**config.mk**
```make
export PLATFORM = sky130hd
export DESIGN_NAME = regmod_unit
export DESIGN_NICKNAME = d
export VERILOG_FILES = /design/src/rtl/regmod_pkg.sv /design/src/rtl/regmod_src_sel.sv /design/src/rtl/regmod_addr_form.sv /design/src/rtl/regmod_unit.sv
export SDC_FILE = /design/constraint.sdc
export NUM_CORES = 1
export LEC_CHECK = 0
export ABC_CLOCK_PERIOD_IN_PS = 4700
export BUFFER_PORTS_ARGS = -buffer_cell sky130_fd_sc_hd__buf_4
export CAP_MARGIN = 5
export CORE_AREA = 2 2 140 142
export CTS_CLUSTER_SIZE = 16
export DETAILED_ROUTE_END_ITERATION = 8
export DIE_AREA = 0 0 142 144
export GPL_ROUTABILITY_DRIVEN = 0
export SKIP_LAST_GASP = 1
export SLEW_MARGIN = 20
export SYNTH_ARGS = -nofsm -noshare
export SYNTH_HDL_FRONTEND = slang
export SYNTH_SLANG_ARGS = --single-unit
export TNS_END_PERCENT = 1
```
**constraint.sdc**
```tcl
create_clock -name clk -period 4.7 [get_ports clk]
set_input_delay 0.235 -clock clk [delete_from_list [all_inputs] [get_ports clk]]
set_output_delay 0.235 -clock clk [all_outputs]
set_load 0.03 [all_outputs]
```
**src/rtl/regmod_pkg.sv**
```systemverilog
package regmod_pkg;
    localparam int ADDR_W = 18;
    localparam int WORD_W = 2 * ADDR_W;
    localparam int DSG_W  = 4;
    localparam int NUM_XR = 8;

    // codes with the index-register bit (bit 3) clear
    typedef enum logic [2:0] {
        SRC_NONE = 3'd0,
        SRC_AU   = 3'd1,
        SRC_QU   = 3'd2,
        SRC_DU   = 3'd3,
        SRC_IC   = 3'd4,
        SRC_AL   = 3'd5,
        SRC_QL   = 3'd6,
        SRC_DL   = 3'd7
    } low_code_e;

    typedef enum logic [0:0] {
        ST_IDLE = 1'b0,
        ST_DONE = 1'b1
    } state_e;
endpackage

```
**src/rtl/regmod_src_sel.sv**
```systemverilog
module regmod_src_sel
    import regmod_pkg::*;
#(
    parameter int AW  = ADDR_W,
    parameter int NXR = NUM_XR
) (
    input  logic [DSG_W-1:0]  desig,
    input  logic [NXR*AW-1:0] xr_flat,
    input  logic [2*AW-1:0]   acc_a,
    input  logic [2*AW-1:0]   acc_q,
    input  logic [AW-1:0]     ic_in,
    output logic [AW-1:0]     modv,
    output logic              no_mod,
    output logic              is_du,
    output logic              is_dl
);
    localparam int XIW = $clog2(NXR);

    logic [AW-1:0] xr [NXR];

    for (genvar g = 0; g < NXR; g++) begin : g_xr
        assign xr[g] = xr_flat[g*AW +: AW];
    end

    always_comb begin
        modv   = '0;
        no_mod = 1'b0;
        is_du  = 1'b0;
        is_dl  = 1'b0;
        if (desig[DSG_W-1]) begin
            modv = xr[desig[XIW-1:0]];
        end else begin
            unique case (low_code_e'(desig[2:0]))
                SRC_NONE: no_mod = 1'b1;
                SRC_AU:   modv = acc_a[2*AW-1:AW];
                SRC_QU:   modv = acc_q[2*AW-1:AW];
                SRC_DU:   is_du = 1'b1;
                SRC_IC:   modv = ic_in;
                SRC_AL:   modv = acc_a[AW-1:0];
                SRC_QL:   modv = acc_q[AW-1:0];
                SRC_DL:   is_dl = 1'b1;
                default:  modv = '0;
            endcase
        end
    end
endmodule

```
**src/rtl/regmod_addr_form.sv**
```systemverilog
module regmod_addr_form
    import regmod_pkg::*;
#(
    parameter int AW = ADDR_W
) (
    input  logic [AW-1:0]   modv,
    input  logic            no_mod,
    input  logic            is_du,
    input  logic            is_dl,
    input  logic [AW-1:0]   ca_in,
    input  logic [AW-1:0]   y_in,
    input  logic            rpt_any,
    input  logic            pr_sel,
    input  logic [AW-1:0]   pr_offset,
    output logic [AW-1:0]   ca_next,
    output logic            direct_next,
    output logic [2*AW-1:0] word_next
);
    logic [AW-1:0] rpt_addr;

    assign rpt_addr = pr_sel ? (modv + pr_offset) : modv;

    always_comb begin
        direct_next = is_du | is_dl;
        word_next   = '0;
        if (is_du)
            word_next = {y_in, {AW{1'b0}}};
        else if (is_dl)
            word_next = {{AW{1'b0}}, y_in};

        if (no_mod || direct_next)
            ca_next = ca_in;
        else if (rpt_any)
            ca_next = rpt_addr;
        else
            ca_next = ca_in + modv;
    end
endmodule

```
**src/rtl/regmod_unit.sv**
```systemverilog
module regmod_unit
    import regmod_pkg::*;
#(
    parameter int AW  = ADDR_W,
    parameter int NXR = NUM_XR
) (
    input  logic                clk,
    input  logic                rst_n,
    input  logic                start,
    input  logic [DSG_W-1:0]    desig,
    input  logic [AW-1:0]       ca_in,
    input  logic [AW-1:0]       y_in,
    input  logic [NXR*AW-1:0]   xr_flat,
    input  logic [2*AW-1:0]     acc_a,
    input  logic [2*AW-1:0]     acc_q,
    input  logic [AW-1:0]       ic_in,
    input  logic                rpt_mode,
    input  logic                rpt_dbl,
    input  logic                rpt_link,
    input  logic                pr_sel,
    input  logic [AW-1:0]       pr_offset,
    output logic                done,
    output logic [AW-1:0]       ca_out,
    output logic                direct_flag,
    output logic [2*AW-1:0]     direct_word
);
    state_e state_q, state_d;

    logic [AW-1:0]   modv;
    logic            no_mod, is_du, is_dl;
    logic [AW-1:0]   ca_next;
    logic            direct_next;
    logic [2*AW-1:0] word_next;
    logic            rpt_any;

    assign rpt_any = rpt_mode | rpt_dbl | rpt_link;

    regmod_src_sel #(.AW(AW), .NXR(NXR)) u_src (
        .desig   (desig),
        .xr_flat (xr_flat),
        .acc_a   (acc_a),
        .acc_q   (acc_q),
        .ic_in   (ic_in),
        .modv    (modv),
        .no_mod  (no_mod),
        .is_du   (is_du),
        .is_dl   (is_dl)
    );

    regmod_addr_form #(.AW(AW)) u_form (
        .modv        (modv),
        .no_mod      (no_mod),
        .is_du       (is_du),
        .is_dl       (is_dl),
        .ca_in       (ca_in),
        .y_in        (y_in),
        .rpt_any     (rpt_any),
        .pr_sel      (pr_sel),
        .pr_offset   (pr_offset),
        .ca_next     (ca_next),
        .direct_next (direct_next),
        .word_next   (word_next)
    );

    always_comb begin
        state_d = state_q;
        unique case (state_q)
            ST_IDLE: state_d = start ? ST_DONE : ST_IDLE;
            ST_DONE: state_d = start ? ST_DONE : ST_IDLE;
            default: state_d = ST_IDLE;
        endcase
    end

    // state register
    always_ff @(posedge clk) begin
        if (!rst_n)
            state_q <= ST_IDLE;
        else
            state_q <= state_d;
    end

    // result registers
    always_ff @(posedge clk) begin
        if (!rst_n) begin
            ca_out      <= '0;
            direct_flag <= 1'b0;
            direct_word <= '0;
        end else if (start) begin
            ca_out      <= ca_next;
            direct_flag <= direct_next;
            direct_word <= word_next;
        end
    end

    assign done = (state_q == ST_DONE);
endmodule

```
Yosys cells after proc, flatten, opt, wreduce, memory -nomap -nowiden

Cells that the tools add are included.

Bits in registers: 56
Input port bits: 299
Output and inout bits: 56
Word-level logic and storage cells: 37

Add/sub/neg operators: 2
Magnitude comparators: 1
Equality and inequality tests: 7
Mux-type cells: 17
Bitwise operators: 4
Reduce and logical (&&, ||, !) cells: 2

Operator list:

| kind                                                            | number |
|---|---|
| 18-bit 2-to-1 mux                                               | 7 |
| 18-bit case mux with 5 select lines                             | 1 |
| 18-bit binary-select mux with 3-bit select                      | 1 |
| 18-bit adder                                                    | 2 |
| 36-bit 2-to-1 mux                                               | 1 |
| 3-bit == test, second input constant                            | 4 |
| 1-bit 2-to-1 mux                                                | 7 |
| 3-bit by 2-bit == test with 1-bit output, second input constant | 2 |
| 4-bit greater-or-equal comparator, second input constant        | 1 |
| 3-bit inverter with 4-bit output                                | 1 |
| 3-bit by 1-bit == test with 1-bit output, second input constant | 1 |
| 3-bit logical NOT                                               | 1 |
| 1-bit OR                                                        | 3 |
| 1-bit logical OR                                                | 1 |

Depth between registers and ports, before layout

Depth in word-level cells: 9
Gate-level depth with buffers: 19
Mapped depth without buffers: 16

Cells and area by module

From an unflattened synthesis, not the netlist that was laid out.

Cell total of the unflattened synthesis: 777
Area total of the unflattened synthesis: 6605.1 µm²

By module, submodules not included:

| module           | times used | cells an instance | area each (µm²) | sequential area each (µm²) |
|---|---|---|---|---|
| regmod_addr_form | 1          | 355               | 2464.9          | 0.0 |
| regmod_unit      | 1          | 180               | 2132.0          | 1121.1 |
| regmod_src_sel   | 1          | 242               | 2008.2          | 0.0 |

Worst setup path before layout

Ideal clock, no wire load.

Kind: input -> register
Start point: input port desig[0]
End point: register ca_out[17]
Library setup time: 0.060 ns
Arrival: 3.940 ns
Data required time: 4.640 ns
Path slack: 0.700 ns
Cell stages on the path: 16
Path buffers: 3
Cell sequence: buf_6 > buf_2 > buf_2 > mux4_2 > mux2_2 > a22o_1 > ha_1 > a21o_1 > a21o_1 > a21o_1 > a21o_1 > a31o_2 > a221oi_2 > xnor2_1 > a2111oi_2 > a32o_1

Word-level cells in the longest chain between the ends: 9
Elaborated cells between the ends (all ways): 27
Those cells by class: add/sub (2); eq/ne (7); mux (14); bitwise (2); reduce/logical (2)

RTL lines:

| what                                                   | RTL line               | RTL |
|---|---|---|
| start: declaration                                     | regmod_unit.sv:10      | `input logic [DSG_W-1:0] desig,` |
| 3-bit inverter with 4-bit output (not written as such) | regmod_src_sel.sv:31   | `modv = xr[desig[XIW-1:0]];` |
| 18-bit binary-select mux with 3-bit select             | regmod_src_sel.sv:31   |  |
| 18-bit 2-to-1 mux (not written as such) (2 in a row)   | regmod_src_sel.sv:31   |  |
| 18-bit 2-to-1 mux                                      | regmod_src_sel.sv:30   | `if (desig[DSG_W-1]) begin` |
| 18-bit adder                                           | regmod_addr_form.sv:21 | `assign rpt_addr = pr_sel ? (modv + pr_offset) : modv;` |
| 18-bit 2-to-1 mux                                      | regmod_addr_form.sv:21 |  |
| 18-bit 2-to-1 mux                                      | regmod_addr_form.sv:33 | `else if (rpt_any)` |
| 18-bit 2-to-1 mux (*)                                  | regmod_addr_form.sv:31 | `if (no_mod \|\| direct_next)` |
| end signal: assignment                                 | regmod_unit.sv:89      | `ca_out <= ca_next;` |
| end: declaration                                       | regmod_unit.sv:23      | `output logic [AW-1:0] ca_out,` |

Every way passes the cells marked *; elsewhere a longest branch is shown, timed or not. The select of a mux whose other input is x is not followed.
A chain may end at the register's enable or synchronous reset.

Worst setup path after layout

Same ends and word-level chain as after synthesis.

==> impl_metrics.ini <==
[status]
outcome = completed

[cells_and_area]
nets = 1369
multi_input_area_mm2 = 0.004549
regArea_mm2 = 0.001121
drive_gt1_frac = 0.4329
finalInstanceArea_mm2 = 0.009094
insertedDiodeCount = 0
fill_cells = 1833
final_common_cell = buf_4
area_growth_pct = 49.49
final_cell_mix = 369 x buf_4, 56 x dfxtp_1, 49 x o22ai_1, 49 x inv_1, 46 x nand2_1

[clock_tree]
ctsHoldBuffers = 0
cts.path.max_buffers = 2
cts_buffers = 5
cts_root_buf = clkbuf_16
clkTransAtPathRegs_ps = 80
clk_latency_ps = 290
postCtsSetupRepairBufs = 0
postCtsResizedCells = 0
cts_max_level = 2
cts.sinks = 56
cts_tree = done

[routing]
viasPerCell = 5.366
drc = 0
wl_per_cell_um = 19.84
drt_first_iter_violations = 360
drt_first_pass_iters = 5
wl_um = 25250
ant_nets = 0
num_vias = 6831

[global_route]
grt_antenna_before_repair = 0
use_met3 = 0.04106
grt_pass1_vias = 6600
globalRouteMet1Util = 0.3314
grt_pass1_wl_um = 37700
grt_overflow = 0
busiest_layer = met2
grt_usage = 0.2398
grt_max_degree = 58
grt.met2_usage = 0.3877

[sta]
slew_viol_final = 0
finalCriticalPeriod_ps = 3870
slew_headroom = 0.4698
skew_ps = 0
tightest_slew_ps = 793.4
setup_viol = 0
hold-worst-slack_ps = 225.3
grt_setup_unrepaired = no
setup_slack_ps = 829.6
fin_crit_sh = 0.8235
finalSetupTns_ps = 0
final-hold-violation-count = 0
clock.fmax_ghz = 0.2584

[power]
power.total_uw = 1842
p_leak_uw = 0.004189
pwr_density_cell_mw_per_mm2 = 202.6
peakVddDrop_v = 0.0001325

[die]
start_util = 0.3188
io_pins = 355
die_area_mm2 = 0.02045
die_h_um = 144
chipWidth_um = 142
rows = 51
core-area_mm2 = 0.01908

[synth]
ys_ff_latch = 56
synth_warnings = 0
synthDistinctLibCells = 60
syn_area_mm2 = 0.006083
syn_inst = 712
ys.flop_type = dfxtp_1
synth_edf_count = 0
async_flop_share = 0
avgSynthCellArea_um2 = 8.544
synth_fp_nets = 1047
yosysSeqAreaShare = 0.1843

[setup_path]
crit_chain = buf_4 -> buf_12 -> mux4_2 -> mux2_2 -> a22o_1 -> ha_1 -> a21o_1 -> a21o_1 -> a21o_1 -> a21o_1 -> a31o_2 -> a221oi_2 -> xnor2_1 -> a2111oi_2 -> a32o_1
cp.required_ps = 4950
crit_path_start_kind = input pin
slowest_delay_ps = 530
crit_fanout = 27
cpMaxStageDelayCell = mux4_2
critPathKind = input pin to flip-flop
critPathArrivalTime_ps = 4120
worstSetupEndpointType = flip-flop
path_common_cell = a21o_1

[place]
placed_cell_area_mm2 = 0.008946
port_buffers = 354
pre_cts_ws_ps = 489.2
dp.final_hpwl_um = 21230

[worst_hold_path]
worstHoldPathType = input pin to flip-flop

[run]
cap_violations = 0
## sequential cells by signal (all words and copies together), names as in the netlist
name         cells
direct_word     36
ca_out          18
done             1
direct_flag      1
## synthesized netlist by cell type (all sizes together), types with 17 or more instances
library cell,instances,area [um2]
dfxtp,56,1121
inv,49,183.9
buf,18,91.34
mux4,36,825.8
a21o,18,135.1
o21ai,35,175.2
a22oi,17,127.6
nor2,17,63.81
ha,34,425.4
and2,38,237.7
nand2,46,172.7
a21oi,34,170.2
o22ai,49,306.5
a22o,20,175.2
mux2,30,337.8
mux2i,21,210.2
clkbuf,37,138.9
## through the flow
stage	instances	util
3_3_place_gp	1265	0.4689
4_1_cts	1273	0.4766
3_5_place_dp	1265	0.4689
2_1_floorplan	712	-
6_report	1273	0.4766
5_1_grt	1273	0.4766
## metal layers
metal / vias to the layer above / wire length (um) / share of wire
met5: - / 0 / 0
met4: 0 / 588 / 0.023
met3: 35 / 1669 / 0.066
met2: 270 / 11790 / 0.47
met1: 3175 / 11210 / 0.44
li1: 3351 / - / -
## report_power, final
part | internal [uW] | switching, uW | total [uW]
clock network | 200 | 187 | 387
logic | 490 | 460 | 951
registers | 494 | 10.4 | 504
total | 1180 | 658 | 1840
## final cells by class
type / count / share of cell area
multi-input combinational: 551 / 0.5003
timing repair buffer: 370 / 0.3068
sequential: 56 / 0.1233
tap: 238 / 0.03275
inverter: 50 / 0.02064
clock buffer: 5 / 0.01376
clock inverter: 3 / 0.002477
## worst paths after layout
path | startpoint | end | slack, ps | cells after the start
setup / recovery | desig[0] | ca_out[17] | 830 | 15
hold / removal | ca_in[3] | ca_out[3] | 230 | 3
setup reg to reg | ca_out[17] | ca_out[17] | 3680 | 3
hold reg to reg | ca_out[8] | ca_out[8] | 490 | 1
## critical path: cells and delay by family
kind                       cells  cell delay, ps
AOI/OAI and AO/OA              9            2010
muxes                          2             810
buffers and inverters          2             550
adders and majority gates      1             370
xor gates and xnor gates       1             120
## cells by family (layout without fill, tap and decap cells)
group,after synthesis,count (layout),share of synthesized area
XOR/XNOR,25,25,0.03723
multiplexers,87,87,0.2258
AO/OA/AOI/OAI,244,244,0.2729
adder cells (fa/ha/maj),36,36,0.07651
buffers and inverters,105,428,0.06870
flip-flops,56,56,0.1843
AND/OR/NAND/NOR,159,159,0.1345
Note: power is estimated with default switching activity, not from simulation.
